[src/rtl/ctc_pkg.sv]
package ctc_pkg;

    localparam int CTC_CNT_W = 16;
    localparam int CTC_PRE_W = 10;

    typedef enum logic [2:0] {
        CLK_OFF     = 3'd0,
        CLK_DIV1    = 3'd1,
        CLK_DIV8    = 3'd2,
        CLK_DIV64   = 3'd3,
        CLK_DIV256  = 3'd4,
        CLK_DIV1024 = 3'd5
    } clk_sel_e;

    typedef enum logic {
        SRC_CMP = 1'b0,
        SRC_CAP = 1'b1
    } top_src_e;

    localparam logic [1:0] OUT_TOGGLE = 2'd1;

    typedef struct packed {
        logic       en;
        logic [3:0] shift;
    } div_cfg_t;

    typedef struct packed {
        logic match;
        logic wrap;
    } cnt_evt_t;

    function automatic div_cfg_t div_cfg(input logic [2:0] sel);
        div_cfg_t c;
        unique case (sel)
            CLK_DIV1:    c = '{en: 1'b1, shift: 4'd0};
            CLK_DIV8:    c = '{en: 1'b1, shift: 4'd3};
            CLK_DIV64:   c = '{en: 1'b1, shift: 4'd6};
            CLK_DIV256:  c = '{en: 1'b1, shift: 4'd8};
            CLK_DIV1024: c = '{en: 1'b1, shift: 4'd10};
            default:     c = '{en: 1'b0, shift: 4'd0};
        endcase
        return c;
    endfunction

endpackage

[src/rtl/ctc_prescaler.sv]
module ctc_prescaler
    import ctc_pkg::*;
#(
    parameter int PRE_W = CTC_PRE_W
) (
    input  logic       clk,
    input  logic       rst,
    input  logic [2:0] clk_sel,
    output logic       tick
);

    logic [PRE_W-1:0] pre_q;
    logic [PRE_W:0]   span;
    logic [PRE_W-1:0] mask;
    div_cfg_t         cfg;

    always_ff @(posedge clk) begin
        if (rst) pre_q <= '0;
        else     pre_q <= pre_q + 1'b1;
    end

    always_comb begin
        cfg  = div_cfg(clk_sel);
        span = (PRE_W+1)'(1) << cfg.shift;
        mask = span[PRE_W-1:0] - 1'b1;
        tick = cfg.en && ((pre_q & mask) == mask);
    end

endmodule

[src/rtl/ctc_counter.sv]
module ctc_counter
    import ctc_pkg::*;
#(
    parameter int CNT_W = CTC_CNT_W
) (
    input  logic             clk,
    input  logic             rst,
    input  logic             tick,
    input  logic [CNT_W-1:0] top_val,
    output logic [CNT_W-1:0] count,
    output cnt_evt_t         evt
);

    logic [CNT_W-1:0] cnt_q;
    logic [CNT_W-1:0] cnt_d;

    always_comb begin
        evt.match = tick && (cnt_q == top_val);
        evt.wrap  = tick && (&cnt_q);
        cnt_d     = cnt_q;
        if (evt.match)  cnt_d = '0;
        else if (tick)  cnt_d = cnt_q + 1'b1;
    end

    always_ff @(posedge clk) begin
        if (rst) cnt_q <= '0;
        else     cnt_q <= cnt_d;
    end

    assign count = cnt_q;

endmodule

[src/rtl/ctc_wave.sv]
module ctc_wave
    import ctc_pkg::*;
(
    input  logic     clk,
    input  logic     rst,
    input  cnt_evt_t evt,
    input  logic [1:0] out_mode,
    input  logic     match_clr,
    input  logic     ovf_clr,
    output logic     wave_out,
    output logic     match_flag,
    output logic     ovf_flag
);

    logic wave_q, mflag_q, oflag_q;

    always_ff @(posedge clk) begin
        if (rst) begin
            wave_q  <= 1'b0;
            mflag_q <= 1'b0;
            oflag_q <= 1'b0;
        end else begin
            if (evt.match && out_mode == OUT_TOGGLE) wave_q <= ~wave_q;
            mflag_q <= evt.match | (mflag_q & ~match_clr);
            oflag_q <= evt.wrap  | (oflag_q & ~ovf_clr);
        end
    end

    assign wave_out   = wave_q;
    assign match_flag = mflag_q;
    assign ovf_flag   = oflag_q;

endmodule

[src/rtl/ctc_timer.sv]
module ctc_timer
    import ctc_pkg::*;
#(
    parameter int CNT_W = CTC_CNT_W,
    parameter int PRE_W = CTC_PRE_W
) (
    input  logic             clk,
    input  logic             rst,
    input  logic [2:0]       clk_sel,
    input  logic             top_src,
    input  logic [1:0]       out_mode,
    input  logic             cmp_we,
    input  logic [CNT_W-1:0] cmp_wdata,
    input  logic             cap_we,
    input  logic [CNT_W-1:0] cap_wdata,
    input  logic             match_clr,
    input  logic             ovf_clr,
    output logic [CNT_W-1:0] count,
    output logic             wave_out,
    output logic             match_flag,
    output logic             ovf_flag
);

    logic [CNT_W-1:0] cmp_q, cap_q, top_s;
    logic             tick_s;
    cnt_evt_t         evt_s;

    always_ff @(posedge clk) begin
        if (rst) begin
            cmp_q <= '0;
            cap_q <= '0;
        end else begin
            if (cmp_we) cmp_q <= cmp_wdata;
            if (cap_we) cap_q <= cap_wdata;
        end
    end

    assign top_s = (top_src_e'(top_src) == SRC_CAP) ? cap_q : cmp_q;

    ctc_prescaler #(.PRE_W(PRE_W)) u_pre (
        .clk     (clk),
        .rst     (rst),
        .clk_sel (clk_sel),
        .tick    (tick_s)
    );

    ctc_counter #(.CNT_W(CNT_W)) u_cnt (
        .clk     (clk),
        .rst     (rst),
        .tick    (tick_s),
        .top_val (top_s),
        .count   (count),
        .evt     (evt_s)
    );

    ctc_wave u_wave (
        .clk        (clk),
        .rst        (rst),
        .evt        (evt_s),
        .out_mode   (out_mode),
        .match_clr  (match_clr),
        .ovf_clr    (ovf_clr),
        .wave_out   (wave_out),
        .match_flag (match_flag),
        .ovf_flag   (ovf_flag)
    );

endmodule

[config.mk]
export PLATFORM = sky130hd
export DESIGN_NAME = ctc_timer
export DESIGN_NICKNAME = d
export VERILOG_FILES = /design/src/rtl/ctc_pkg.sv /design/src/rtl/ctc_prescaler.sv /design/src/rtl/ctc_counter.sv /design/src/rtl/ctc_wave.sv /design/src/rtl/ctc_timer.sv
export SDC_FILE = /design/constraint.sdc
export NUM_CORES = 1
export LEC_CHECK = 0
export ABC_CLOCK_PERIOD_IN_PS = 4000
export BUFFER_PORTS_ARGS = -buffer_cell sky130_fd_sc_hd__clkbuf_2
export CAP_MARGIN = 30
export CORE_MARGIN = 8
export CORE_UTILIZATION = 55
export DETAILED_ROUTE_END_ITERATION = 10
export GPL_ROUTABILITY_DRIVEN = 0
export PLACE_DENSITY_LB_ADDON = 0.3
export SLEW_MARGIN = 20
export SYNTH_ARGS = -nofsm -noshare
export SYNTH_HDL_FRONTEND = slang
export SYNTH_SLANG_ARGS = --single-unit
export TNS_END_PERCENT = 10
[constraint.sdc]
create_clock -name clk -period 4 [get_ports clk]
set_clock_uncertainty 0.05 [all_clocks]
set_input_delay 0.8 -clock clk [delete_from_list [all_inputs] [get_ports clk]]
set_output_delay 0.8 -clock clk [all_outputs]
set_load 0.03 [all_outputs]
# After elaboration in Yosys (flattened, before gate mapping)
# Index checks and enable logic that the tools add are counted.
[totals] in_bits=44 output_inout_bits=19 wordCells=35 reg_bits=61
[op_classes] bitwise=8 n_eq_ne=8 addsub=3 muxes=2 n_shift=1 reduce_logical=6
[op_table] op="$pmux W5 S5" n=1
[op_table] op="$add A16 B1 Y16 const B" n=1
[op_table] op="$eq A16 B16 Y1" n=1
[op_table] op="$mux W16" n=1
[op_table] op="$reduce_and A16 Y1" n=1
[op_table] op="$add A10 B1 Y10 const B" n=1
[op_table] op="$and A10 B10 Y10" n=1
[op_table] op="$eq A10 B10 Y1" n=1
[op_table] op="$shl A1 B4 Y10 const A" n=1
[op_table] op="$sub A10 B1 Y10 const B" n=1
[op_table] op="$eq A3 B2 Y1 const B" n=2
[op_table] op="$eq A3 B3 Y1 const B" n=2
[op_table] op="$logic_and A1 B1 Y1" n=4
[op_table] op="$eq A3 B1 Y1 const B" n=1
[op_table] op="$not A1 Y1" n=3
[op_table] op="$and A1 B1 Y1" n=2
[op_table] op="$eq A2 B1 Y1 const B" n=1
[op_table] op="$or A1 B1 Y1" n=2
[op_table] op="$reduce_or A2 Y1" n=1

# Depth between registers and ports, before layout
[depth] word_depth=9 depth_mapped=10 ltp_nobuf=9

# Modules after synthesis
# From an unflattened synthesis, not the netlist that was laid out.
[hier_totals] hier_cells=308 hier_area_um2=3148.0
[by_module_without_submodules] module="ctc_timer" seq_area_each_um2=640.6 area_each_um2=1396.3 cells_each=121 instances=1
[by_module_without_submodules] module="ctc_counter" seq_area_each_um2=320.3 area_each_um2=1097.3 cells_each=111 instances=1
[by_module_without_submodules] module="ctc_prescaler" seq_area_each_um2=200.2 area_each_um2=531.8 cells_each=63 instances=1
[by_module_without_submodules] module="ctc_wave" seq_area_each_um2=60.1 area_each_um2=122.6 cells_each=13 instances=1

# Least setup slack after synthesis
# No wires, ideal clock.
[synth_timing] path_kind="in2reg" start="in top_src" end="reg u_wave.wave_q, in the netlist u_wave.wave_out" cell_stages=8 setup_slack_ns=1.109 arrival_time_ns=2.720 required_time_ns=3.829 n_path_buf=2 setup_ns=0.121 cell_sequence="clkbuf_1 buf_2 mux2i_1 xnor2_1 nor4_1 nand4_1 nor4_1 mux2_2"
[synth_between] elab_chain_len=4
[synth_lines] item="from (decl)" line="ctc_timer.sv:10" source="input logic top_src,"
[synth_lines] item="$mux W16" line="ctc_timer.sv:38" source="assign top_s = (top_src_e'(top_src) == SRC_CAP) ? cap_q : cmp_q;"
[synth_lines] item="$eq A16 B16 Y1" line="ctc_counter.sv:18" source="evt.match = tick && (cnt_q == top_val);"
[synth_lines] item="$logic_and A1 B1 Y1" line="ctc_counter.sv:18"
[synth_lines] item="$logic_and A1 B1 Y1" line="ctc_wave.sv:23" source="if (evt.match && out_mode == OUT_TOGGLE) wave_q <= ~wave_q;"
[synth_lines] item="to (signal assigned)" line="ctc_wave.sv:23"
[synth_lines] item="to (decl)" line="ctc_wave.sv:15" source="logic wave_q, mflag_q, oflag_q;"
# Every way passes these cells.
# A chain may end at the register's enable or synchronous reset.

# Worst setup path in the final report
[layout_timing] start="in clk_sel[2]" end="reg u_cnt.cnt_q[14], in the netlist u_cnt.count[14]"
[layout_between] elab_chain_len=9 elab_cells_between_ends=13 classes_between="1 x add/sub; 6 x eq/ne; 1 x shift; 1 x mux; 1 x bitwise; 3 x reduce/logical"
[layout_lines] item="from (decl)" line="ctc_timer.sv:9" source="input logic [2:0] clk_sel,"
[layout_lines] item="$eq A3 B3 Y1 (tied with other cells)" line="ctc_pkg.sv:34" source="unique case (sel)"
[layout_lines] item="$pmux W5 S5 *" line="ctc_pkg.sv:34"
[layout_lines] item="$shl A1 B4 Y10" line="ctc_prescaler.sv:24" source="span = (PRE_W+1)'(1) << cfg.shift;"
[layout_lines] item="$sub A10 B1 Y10" line="ctc_prescaler.sv:25" source="mask = span[PRE_W-1:0] - 1'b1;"
[layout_lines] item="$and A10 B10 Y10" line="ctc_prescaler.sv:26" source="tick = cfg.en && ((pre_q & mask) == mask);"
[layout_lines] item="$eq A10 B10 Y1" line="ctc_prescaler.sv:26"
[layout_lines] item="$logic_and A1 B1 Y1 *" line="ctc_prescaler.sv:26"
[layout_lines] item="$logic_and A1 B1 Y1" line="ctc_counter.sv:18"
[layout_lines] item="$reduce_or A2 Y1 (no line)"
[layout_lines] item="to (signal assigned)" line="ctc_counter.sv:27" source="else cnt_q <= cnt_d;"
[layout_lines] item="to (decl)" line="ctc_counter.sv:14" source="logic [CNT_W-1:0] cnt_q;"
# Mark *: on every way between the ends. The rest lies on a longest branch, timed or not.

==> metrics.txt <==
status=complete, no violations; total wire length=6570 um; Area contributors post-synth=dfxtp_1, mux2i_1, xnor2_1; vias=2347; hold crit path type=register to register; Placed Instance Area=3170 um2; CTS resizes=0; first-pass GRT wire length=10800 um; post-route minimum period=2890 ps; share of the synthesized area in the top cell type=43.3%; Setup Fix Bufs, Post-CTS=0; Gate power share=9.7%; sw power=315 uW; final antenna-violating net count=0; slew margin rel.=38.5%; CP startpoint=clk_sel[2]; Synthesized Nets=351; CTS Buf Count=9; Layout Cells excl Fill=440; Max FO, Critical Path=14; Pleak=1.47 nW; # hold bufs at CTS=0; drt pass-1 iters=4; fraction of layout cells with a size suffix above 1=22.7%; max-slew violations=0; Async SR Flop Fraction=0%; sequential share of the synthesized area=43.3%; wire per inst=14.9 um; Mean Syn Cell Area=9.28 um2; worst flop-to-flop path endpoint=u_cnt.count[14]; Bufs on Longest Clock Path=2; startpoint types=primary input; cells on worst reg2reg path=6; largest net degree at the start of global routing=48; initial antenna violation count=0; CP Class=primary input to register; # rows=26; Final Cycle Share=72.3%; Hold Fails Final Rpt=0; DIE AREA=7680 um2; area of the core=5040 um2; FF-to-FF setup slack=1460 ps; Worst Tran Pin Value=922 ps; drc violations=0; setup violators final=0; First DRT Iteration DRCs=97; dpl hpwl=4780 um; number of nets in the layout=412; ys flop type=dfxtp_1; H-tree Lvls=3; RSZ-0062 raised after global routing=false; Worst Path Arrival=3100 ps; Worst VDD drop=0.190 mV; hold path start=u_pre.pre_q[0]; placed cells=424; Die Width=87.6 um; Ports=63; Clock Latency Late Sink=330 ps; Worst R2R Start=u_pre.pre_q[7]; PortBufs=62; Clock Power Share=42.3%; MaxCap Viol Count=0; Root Driver=clkbuf_8; ant diodes=0; setup_tns=0 ps; Power Density=397 nW/um2; GRT overflow=0; CTS tree=yes; most instantiated library cell after synthesis=dfxtp_1; crit path to=u_cnt.count[14]; leading area contributor after synthesis=dfxtp_1; Clock Sinks=61; Die Y=87.6 um; top cells by count, synth=dfxtp_1, nor2_1, mux2i_1; Synth Instances=304; Synth Cell Area=2820 um2; Flop pwr share=48.0%; worst path required time=4210 ps; vias in the first global route=2371; Layout Area Growth over Synthesis=19.9%; fin area=3380 um2; Yosys reg bits=61; Final Power=1.34 mW; Post-synth EDFFs=0; synth warn=0; Int Pwr=1.03 mW; drt via density=5.33; Crit. End Element=register; clk slew on worst S/H paths=60 ps; Initial Utilization=56.0%; Max Clock Freq=0.346 GHz; Net Sw Frac=23.4%; Yosys cell types=36; GR Util All Layers=18.0%
[power groups by stage]
| stage | Sequential [mW] | Combinational (mW) | Clock (mW) |
|---|---|---|---|
| after floorplan | 0.657 | 0.0907 | 0 |
| after global placement | 0.659 | 0.128 | 0 |
| after detailed placement | 0.660 | 0.131 | 0 |
| after CTS | 0.646 | 0.132 | 0.575 |
| after global routing | 0.648 | 0.146 | 0.602 |
| final | 0.646 | 0.130 | 0.568 |
[per-layer routing]
layer  vias to the layer above  GRT usage (%)  wire length (um)
met5                         -              0                 0
met2                        81           29.0              2990
met4                         0           8.28               109
met1                      1077           21.9              3020
li1                       1176              -                 -
met3                        13           4.60               447
[placed cells by master (no fill, tap or decap), drive strengths merged, types with 2 or more instances in the layout]
cell | netlist | layout
nor3 | 2 | 2
inv | 4 | 4
clkinv | 0 | 3
nor2 | 53 | 53
or4 | 3 | 3
nand2 | 16 | 16
a21oi | 11 | 11
or3 | 4 | 4
nand3 | 7 | 7
dfxtp | 61 | 61
nor2b | 4 | 4
nor4 | 8 | 8
nand4 | 5 | 5
ha | 3 | 3
clkbuf | 10 | 74
xor2 | 3 | 3
o22ai | 2 | 2
o31ai | 5 | 5
mux2i | 48 | 48
xnor2 | 28 | 28
o21ai | 4 | 4
nand2b | 3 | 3
and3 | 5 | 5
and4 | 2 | 2
[layout make-up]
cell class                      count  area (um2)
Fill cell                         416        1660
Multi-Input combinational cell    226        1530
Inverter                            4        15.0
Clock inverter                      4        45.0
Sequential cell                    61        1220
Timing Repair Buffer               63         318
Clock buffer                       12         165
Tap cell                           70        87.6
[worst min-delay path by stage]
| stage | endpoint | depth (start not counted) |
|---|---|---|
| final | u_pre.pre_q[0] | 1 |
| after global routing | u_pre.pre_q[0] | 1 |
| after CTS | u_pre.pre_q[0] | 1 |
| after detailed placement | u_pre.pre_q[0] | 1 |
| after global placement | u_pre.pre_q[0] | 1 |
| after floorplan | u_pre.pre_q[0] | 1 |
[through the flow]
stage / hold slack [ps] / util (%) / setup slack (ps)
floorplan: 383 / - / 1110
global placement: 404 / 62.9 / 876
detailed placement: 411 / 62.9 / 804
CTS: 425 / 67.1 / 1130
global route: 454 / 67.1 / 920
finish: 429 / 67.1 / 1110
[state kept, by name (all words and copies together) (netlist names)]
| signal | cells |
|---|---|
| u_wave.match_flag | 1 |
| cap_q | 16 |
| u_pre.pre_q | 10 |
| u_wave.ovf_flag | 1 |
| u_wave.wave_out | 1 |
| cmp_q | 16 |
| u_cnt.count | 16 |
[logic make-up after synthesis]
kind of cell / count (synthesis) / share of synthesized area [%]
buffers and inverters: 17 / 2.48
muxes: 49 / 17.4
and+or+nand+nor: 116 / 19.9
AOI/OAI and AO/OA: 26 / 5.81
xor gates and xnor gates: 31 / 9.62
adders and majority gates: 3 / 1.33
other: 1 / 0.133
DFF: 61 / 43.3
[worst max-delay path, stage by stage]
cell and delay, ps:
clkbuf_2 110, nand2b_1 160, nand2_1 70, ha_1 280, o22ai_1 80, a2111o_1 430, or3_4 490, or4_1 530
a21oi_1 150
Power figures use the tool's default switching activity.
